File: config.mk
export PLATFORM = sky130hd
export DESIGN_NAME = ntact_seq
export DESIGN_NICKNAME = d
export VERILOG_FILES = /design/src/rtl/ntact_pkg.sv /design/src/rtl/ntact_validator.sv /design/src/rtl/ntact_timer.sv /design/src/rtl/ntact_fsm.sv /design/src/rtl/ntact_seq.sv
export SDC_FILE = /design/constraint.sdc
export NUM_CORES = 1
export LEC_CHECK = 0
export BUFFER_PORTS_ARGS = -buffer_cell sky130_fd_sc_hd__buf_4
export CORE_ASPECT_RATIO = 1.5
export CORE_MARGIN = 1.5
export CORE_UTILIZATION = 40
export DETAILED_ROUTE_END_ITERATION = 7
export SYNTH_ARGS = -nofsm -noshare
export SYNTH_HDL_FRONTEND = slang
export SYNTH_SLANG_ARGS = --single-unit
File: constraint.sdc
create_clock -name clk -period 5.1 [get_ports clk]
set_input_delay 0.51 -clock clk [delete_from_list [all_inputs] [get_ports clk]]
set_output_delay 0.51 -clock clk [all_outputs]
set_load 0.01 [all_outputs]
File: src/rtl/ntact_pkg.sv
package ntact_pkg;

    localparam int STATE_W      = 3;
    localparam int VALID_FRAMES = 3;
    localparam int N_VALID      = 2;

    typedef enum logic [STATE_W-1:0] {
        ST_RESET      = 3'd0,
        ST_ACTIVATING = 3'd1,
        ST_SYNCED     = 3'd2,
        ST_ACTIVE     = 3'd3,
        ST_DEACT      = 3'd4,
        ST_FAULT      = 3'd5
    } seq_state_t;

    typedef struct packed {
        logic lsd;
        logic ap;
        logic ai;
        logic dp;
        logic di;
        logic ei;
    } irq_t;

    function automatic logic tx_on(seq_state_t s);
        return (s == ST_SYNCED) || (s == ST_ACTIVE) || (s == ST_DEACT);
    endfunction

    function automatic logic timed(seq_state_t s);
        return (s == ST_ACTIVATING) || (s == ST_SYNCED);
    endfunction

endpackage

File: src/rtl/ntact_validator.sv
module ntact_validator #(
    parameter int FRAMES = 3
) (
    input  logic clk,
    input  logic rst,
    input  logic en,
    input  logic stb,
    input  logic bit_in,
    input  logic want,
    output logic valid
);
    localparam int CW = $clog2(FRAMES + 1);

    logic [CW-1:0] cnt;

    always_ff @(posedge clk) begin
        if (rst || !en) begin
            cnt <= '0;
        end else if (stb) begin
            if (bit_in != want)
                cnt <= '0;
            else if (cnt != CW'(FRAMES))
                cnt <= cnt + 1'b1;
        end
    end

    assign valid = (cnt == CW'(FRAMES));
endmodule

File: src/rtl/ntact_timer.sv
module ntact_timer #(
    parameter int unsigned TICKS = 32'd1875000000
) (
    input  logic clk,
    input  logic rst,
    input  logic run,
    output logic expire
);
    localparam int TW = $clog2(TICKS + 1);

    logic [TW-1:0] tcnt;

    always_ff @(posedge clk) begin
        if (rst || !run)
            tcnt <= '0;
        else if (tcnt != TW'(TICKS - 1))
            tcnt <= tcnt + 1'b1;
    end

    assign expire = run && (tcnt == TW'(TICKS - 1));
endmodule

File: src/rtl/ntact_fsm.sv
module ntact_fsm
    import ntact_pkg::*;
(
    input  logic       clk,
    input  logic       rst,
    input  logic       wake_tone,
    input  logic       pwr_up,
    input  logic       cmd_ar,
    input  logic       cmd_ac,
    input  logic       sf_sync,
    input  logic       far_sig,
    input  logic       act_ok,
    input  logic       dea_ok,
    input  logic       tmr_exp,
    output seq_state_t state,
    output irq_t       irq,
    output logic       tx_act,
    output logic       lsd_n
);
    logic wake_q;
    logic lsd_hold;
    logic wake_edge;

    assign wake_edge = wake_tone & ~wake_q;
    assign lsd_n     = ~lsd_hold;

    always_ff @(posedge clk) begin
        if (rst) begin
            state    <= ST_RESET;
            irq      <= '0;
            tx_act   <= 1'b0;
            wake_q   <= 1'b0;
            lsd_hold <= 1'b0;
        end else begin
            irq     <= '0;
            irq.lsd <= wake_edge;
            wake_q  <= wake_tone;
            if (pwr_up)
                lsd_hold <= 1'b0;
            else if (wake_edge)
                lsd_hold <= 1'b1;

            case (state)
                ST_RESET: begin
                    tx_act <= 1'b0;
                    if (pwr_up && cmd_ar)
                        state <= ST_ACTIVATING;
                end
                ST_ACTIVATING: begin
                    if (tmr_exp) begin
                        state  <= ST_FAULT;
                        irq.ei <= 1'b1;
                    end else if (sf_sync) begin
                        state  <= ST_SYNCED;
                        irq.ap <= 1'b1;
                    end
                end
                ST_SYNCED: begin
                    if (cmd_ac)
                        tx_act <= 1'b1;
                    if (sf_sync && act_ok) begin
                        state  <= ST_ACTIVE;
                        irq.ai <= 1'b1;
                    end else if (tmr_exp) begin
                        state  <= ST_FAULT;
                        irq.ei <= 1'b1;
                        tx_act <= 1'b0;
                    end
                end
                ST_ACTIVE: begin
                    if (cmd_ac)
                        tx_act <= 1'b1;
                    if (dea_ok) begin
                        state  <= ST_DEACT;
                        irq.dp <= 1'b1;
                    end
                end
                ST_DEACT: begin
                    if (!far_sig) begin
                        state  <= ST_RESET;
                        irq.di <= 1'b1;
                        tx_act <= 1'b0;
                    end
                end
                ST_FAULT: begin
                    state  <= ST_RESET;
                    irq.di <= 1'b1;
                    tx_act <= 1'b0;
                end
                default: state <= ST_RESET;
            endcase
        end
    end
endmodule

File: src/rtl/ntact_seq.sv
module ntact_seq
    import ntact_pkg::*;
#(
    parameter int unsigned SUP_TICKS = 32'd1875000000
) (
    input  logic               clk,
    input  logic               rst,
    input  logic               wake_tone,
    input  logic               pwr_up,
    input  logic               cmd_ar,
    input  logic               cmd_ac,
    input  logic               sf_sync,
    input  logic               frame_stb,
    input  logic               rx_act,
    input  logic               rx_dea,
    input  logic               far_sig,
    output logic               irq_lsd,
    output logic               irq_ap,
    output logic               irq_ai,
    output logic               irq_dp,
    output logic               irq_di,
    output logic               irq_ei,
    output logic               lsd_n,
    output logic               tx_act,
    output logic               tx_en,
    output logic [STATE_W-1:0] state_o
);
    seq_state_t         state;
    irq_t               irq;
    logic               tmr_exp;
    logic [N_VALID-1:0] v_en, v_bit, v_want, v_ok;

    // index 0: received act must read 1 while synced
    // index 1: received dea must read 0 while active
    assign v_en   = {state == ST_ACTIVE, state == ST_SYNCED};
    assign v_bit  = {rx_dea, rx_act};
    assign v_want = 2'b01;

    for (genvar i = 0; i < N_VALID; i++) begin : g_val
        ntact_validator #(.FRAMES(VALID_FRAMES)) u_val (
            .clk   (clk),
            .rst   (rst),
            .en    (v_en[i]),
            .stb   (frame_stb),
            .bit_in(v_bit[i]),
            .want  (v_want[i]),
            .valid (v_ok[i])
        );
    end

    ntact_timer #(.TICKS(SUP_TICKS)) u_tmr (
        .clk   (clk),
        .rst   (rst),
        .run   (timed(state)),
        .expire(tmr_exp)
    );

    ntact_fsm u_fsm (
        .clk      (clk),
        .rst      (rst),
        .wake_tone(wake_tone),
        .pwr_up   (pwr_up),
        .cmd_ar   (cmd_ar),
        .cmd_ac   (cmd_ac),
        .sf_sync  (sf_sync),
        .far_sig  (far_sig),
        .act_ok   (v_ok[0]),
        .dea_ok   (v_ok[1]),
        .tmr_exp  (tmr_exp),
        .state    (state),
        .irq      (irq),
        .tx_act   (tx_act),
        .lsd_n    (lsd_n)
    );

    assign irq_lsd = irq.lsd;
    assign irq_ap  = irq.ap;
    assign irq_ai  = irq.ai;
    assign irq_dp  = irq.dp;
    assign irq_di  = irq.di;
    assign irq_ei  = irq.ei;
    assign tx_en   = tx_on(state);
    assign state_o = state;
endmodule

After elaboration in Yosys (flattened, before gate mapping)
Cells that the tools add are included.
{ "classes": {"addsub": 3, "n_eq_ne": 17, "n_mux": 25, "n_bitwise": 6, "reduce_logical": 24} }
{ "op_table": {"columns": ["op", "n"], "rows": [
  ["$add 31x1->31 const B", 1],
  ["$eq 31x31->1 const B", 1],
  ["$ne 31x31->1 const B", 1],
  ["$mux 3", 7],
  ["$pmux 3 s5", 1],
  ["$mux 1", 10],
  ["$mux 2", 4],
  ["$ne 2x2->1 const B", 4],
  ["$reduce_or 2->1", 4],
  ["$eq 3x2->1 const B", 2],
  ["$eq 3x3->1 const B", 2],
  ["$logic_or 1x1->1", 6],
  ["$reduce_and 2->1", 3],
  ["$not 1->1", 5],
  ["$reduce_and 5->1", 1],
  ["$add 2x1->2 const B", 2],
  ["$eq 2x2->1 const B", 2],
  ["$ne 2x1->1 const B", 2],
  ["$pmux 1 s2", 2],
  ["$pmux 1 s4", 1],
  ["$reduce_bool 4->1", 1],
  ["$eq 3x1->1 const B", 1],
  ["$logic_and 1x1->1", 3],
  ["$logic_not 1->1", 3],
  ["other kinds (6)", 6]
]} }
{ "totals": {"register_bits": 47, "in_bits": 11, "out_inout_bits": 12, "elab_cells": 88} }

Longest topological paths before layout
{ "depth": {"ltp_word": 6, "ltp_mapped": 7, "depth_no_buf": 6} }

Cells and area by module
From an unflattened synthesis, not the netlist that was laid out.
{ "hier_totals": {"hier_cells": 288, "area_unflattened_um2": 2427.3} }
{ "modules_own_cells": {"columns": ["module", "n_inst", "cells_per_inst", "area_per_inst_um2", "seq_area_each_um2"], "rows": [
  ["ntact_timer", 1, 188, 1557.7, 620.6],
  ["ntact_fsm", 1, 66, 605.6, 240.2],
  ["ntact_validator", 2, 12, 107.6, 40.0],
  ["ntact_seq", 1, 10, 48.8, 0.0]
]} }

Worst setup path after synthesis
Ideal clock, no wire load.
{ "synth_timing": {"path_kind": "reg2reg", "startpoint": "register u_tmr.tcnt[0]", "endpoint": "register u_tmr.tcnt[1]", "setup_ns": 0.130, "arrival_ns": 1.744, "required_time_ns": 4.970, "slack_ns": 3.226, "path_stages_with_launch": 8, "path_buffers": 1, "period_less_slack_ns": 1.874, "path_cell_list": "dfxtp_1 > ha_1 > and3_1 > nand3_1 > nor4_4 > buf_4 > mux2i_1 > nor2_1"} }
{ "synth_between": {"elab_chain_len": 1, "elab_cells_between_ends": 2, "classes_between": "add/sub: 1; eq/ne: 1"} }
{ "synth_lines": {"columns": ["item", "line_no", "rtl"], "rows": [
  ["start, declared", "ntact_timer.sv:11", "logic [TW-1:0] tcnt;"],
  ["start signal, assigned", "ntact_timer.sv:17", "tcnt <= tcnt + 1'b1;"],
  ["$add 31x1->31 / $ne 31x31->1 (equally long branches)", "ntact_timer.sv:17, ntact_timer.sv:16", null]
]} }
Several ways; a longest one is shown, not always the timed one.
A chain may end at the register's enable or synchronous reset.

Worst setup path after layout
{ "layout_timing": {"startpoint": "register u_tmr.tcnt[0]", "endpoint": "register u_fsm.tx_act"} }
{ "layout_between": {"elab_chain_len": 5} }
{ "layout_lines": {"columns": ["item", "line_no", "rtl"], "rows": [
  ["$eq 31x31->1", "ntact_timer.sv:20", "assign expire = run && (tcnt == TW'(TICKS - 1));"],
  ["$logic_and 1x1->1", "ntact_timer.sv:20", null],
  ["$mux 1", "ntact_fsm.sv:64", "end else if (tmr_exp) begin"],
  ["$mux 1", "ntact_fsm.sv:61", "if (sf_sync && act_ok) begin"],
  ["$pmux 1 s4", "ntact_fsm.sv:43", "case (state)"],
  ["end signal, assigned", "ntact_fsm.sv:45", "tx_act <= 1'b0;"],
  ["end signal, assigned", "ntact_fsm.sv:60", "tx_act <= 1'b1;"],
  ["end signal, assigned", "ntact_fsm.sv:67", "tx_act <= 1'b0;"],
  ["end, declared", "ntact_fsm.sv:17", "output logic tx_act,"]
]} }
Every way passes these cells.

==> results.sh <==
export IMPL_path_clk_slew_ns=0.08
export IMPL_wire_per_inst_um=13.35
export IMPL_antenna_found_initial=0
export IMPL_synthCells=274
export IMPL_dieArea_mm2=0.006311
export IMPL_vias=1909
export IMPL_num_rows=33
export IMPL_crit_path_end_kind="register"
export IMPL_pre_cts_ws_ns=2.898
export IMPL_via_per_inst=5.273
export IMPL_maxSlewHeadroom_pct=46.09
export IMPL_ctsRootBufferMaster="clkbuf_8"
export IMPL_hpwl_um=3445
export IMPL_grt_pass1_vias=1707
export IMPL_grt_overflow_total=0
export IMPL_drt_iter0_markers=81
export IMPL_worst_slew_pin_slew_ns=0.8026
export IMPL_p_per_area_mw_per_mm2=304.1
export IMPL_start_kind="register"
export IMPL_post_cts_resized=0
export IMPL_synth_edff_count=0
export IMPL_dominantRegCellSynth="dfxtp_1"
export IMPL_finalPower_mw=0.7989
export IMPL_io_pins=23
export IMPL_dp_cells=355
export IMPL_rsz0062_at_grt="no"
export IMPL_setup_viol=0
export IMPL_grt_pass1_wl_um=8259
export IMPL_diodes=0
export IMPL_routed_wl_um=4831
export IMPL_core_area_mm2=0.005533
export IMPL_grt_max_degree=32
export IMPL_period_share_pct=42.67
export IMPL_drive_gt1_share_pct=15.41
export IMPL_cts_buffer_depth=2
export IMPL_r2r_cells=6
export IMPL_synthesis_nets=288
export IMPL_htree_levels=2
export IMPL_hold_slack_ns=0.3882
export IMPL_crit_arrival_ns=2.37
export IMPL_yosys_area_top_type_share_pct=40.32
export IMPL_postRouteAntennaNets=0
export IMPL_hold_viol_final=0
export IMPL_cts_sinks=47
export IMPL_holdPathStages=2
export IMPL_post_cts_buffers=0
export IMPL_start_util_pct=42.18
export IMPL_status="finished clean"
export IMPL_finalMaxSlewViolations=0
export IMPL_cp_required_ns=5.29
export IMPL_critical_path_class="reg2reg"
export IMPL_placed_cell_area_mm2=0.002540
export IMPL_place_congestion=0.7501
export IMPL_cts_buffers_inserted=5
export IMPL_fin_util_pct=47.49
export IMPL_min_path_type="in2reg"
export IMPL_skew_ns=0.004260
export IMPL_synth_area_mm2=0.002333
export IMPL_yosys_top_cells_area="dfxtp_1 (40%), xnor2_1 (6.0%), nor2_1 (5.6%)"
export IMPL_ys_warn_count=0
export IMPL_syn_avg_cell_area_um2=8.516
export IMPL_die_w_um=65.37
export IMPL_fin_cells=362
export IMPL_cts_hold_fix_buffers=0
export IMPL_synth_async_reset_ratio_pct=0
export IMPL_nNetsFinal=306
export IMPL_seq_area_frac_synth_pct=40.32
export IMPL_fin_area_mm2=0.002628
export IMPL_fin_ws_ns=2.924
export IMPL_worstSkewPairLatency_ns=0.30
export IMPL_io_buffers=22
export IMPL_die_h_um=96.55
export IMPL_maxCapViolations=0
export IMPL_cts_tree="yes"
export IMPL_globalRouteTotalUtil_pct=16.74
export IMPL_timing_fmax_mhz=459.5
export IMPL_ys_ff_latch=47
export IMPL_final_setup_tns_ns=0
export IMPL_first_pass_iters=4
export IMPL_period_needed_ns=2.176
export IMPL_cellLeakagePower_nw=0.9242
export IMPL_synth_distinct_cells=43
export IMPL_worstPathMaxFanout=19
export IMPL_remaining_drc_errors=0
export IMPL_yosysTopAreaCell="dfxtp_1"
export IMPL_n_fill_cell=551
export IMPL_peakVddDrop_uv=250.9
export IMPL_area_growth_pct=12.60
layer usage:
layer	vias to the layer above	GRT usage, %	share of wire (%)
met5	-	0	0
met4	0	6.250	1.5
met3	4	2.897	2.7
met2	23	30.10	52
met1	882	19.74	43
li1	1000	-	-
sequential cells by signal, indices dropped and copies added (netlist names):
register         cells
u_fsm.irq            6
u_fsm.wake_q         1
u_fsm.state          3
u_fsm.tx_act         1
u_tmr.tcnt          31
g_val.u_val.cnt      4
u_fsm.lsd_hold       1
report_power, final:
group	switching, mW	total, mW	internal, mW
logic	0.0896	0.158	0.0684
clock network	0.122	0.229	0.107
registers	0.0311	0.412	0.381
cell type report:
type	count	area (µm²)	share of cell area, %
clock buffers	6	82.58	3.143
clock inverters	1	5.005	0.1905
well taps	70	87.58	3.333
inverters	8	30.03	1.143
multi-input cells	207	1309	49.81
repair buffers	23	172.7	6.571
flip-flops and latches	47	940.9	35.81
critical path, cell delays in order, from the launching register on:
cell	delay, ns
dfxtp_1	0.40
ha_1	0.20
and3_1	0.22
nand3_1	0.19
nor4_4	0.72
nor3b_1	0.27
nor4_1	0.06
layout by cell type (no fill, tap or decap), types with 6 or more instances in the layout:
master / count
nand2_1: 20
dfxtp_1: 47
nor2b_1: 6
xnor2_1: 16
clkbuf_8: 6
or3_1: 8
o21ai_0: 13
a21oi_1: 17
nor3_1: 12
inv_1: 8
buf_4: 23
nor2_1: 35
nand3_1: 16
cells by family (layout without fill, tap and decap cells):
family / count (synthesis) / in the layout / synth area share (%)
xor gates and xnor gates: 21 / 21 / 7.882
muxes: 1 / 1 / 0.4290
AOI/OAI and AO/OA: 41 / 41 / 9.920
and+or+nand+nor: 141 / 141 / 36.09
DFF: 47 / 47 / 40.32
adders and majority gates: 3 / 3 / 1.609
buffers and inverters: 20 / 38 / 3.753
Yosys cell counts (4+ instances only):
cell / count
clkbuf_1: 9
nor2_1: 35
nand4_1: 4
nor2b_1: 6
and4_1: 4
nand2_1: 20
nor3_1: 12
nand3_1: 16
xor2_1: 5
inv_1: 8
a21oi_1: 17
o21ai_0: 14
dfxtp_1: 47
xnor2_1: 16
nor4_4: 5
or3_1: 8
nor4_1: 5
and2_1: 4
worst paths after layout:
path | start | endpoint | slack, ns
setup / recovery | u_tmr.tcnt[0] | u_fsm.tx_act | 2.92
setup reg to reg | u_tmr.tcnt[0] | u_fsm.tx_act | 2.92
hold / removal | pwr_up | u_fsm.lsd_hold | 0.39
hold reg to reg | u_fsm.wake_q | u_fsm.irq[5] | 0.49
Note: power is estimated with default switching activity, not from simulation.
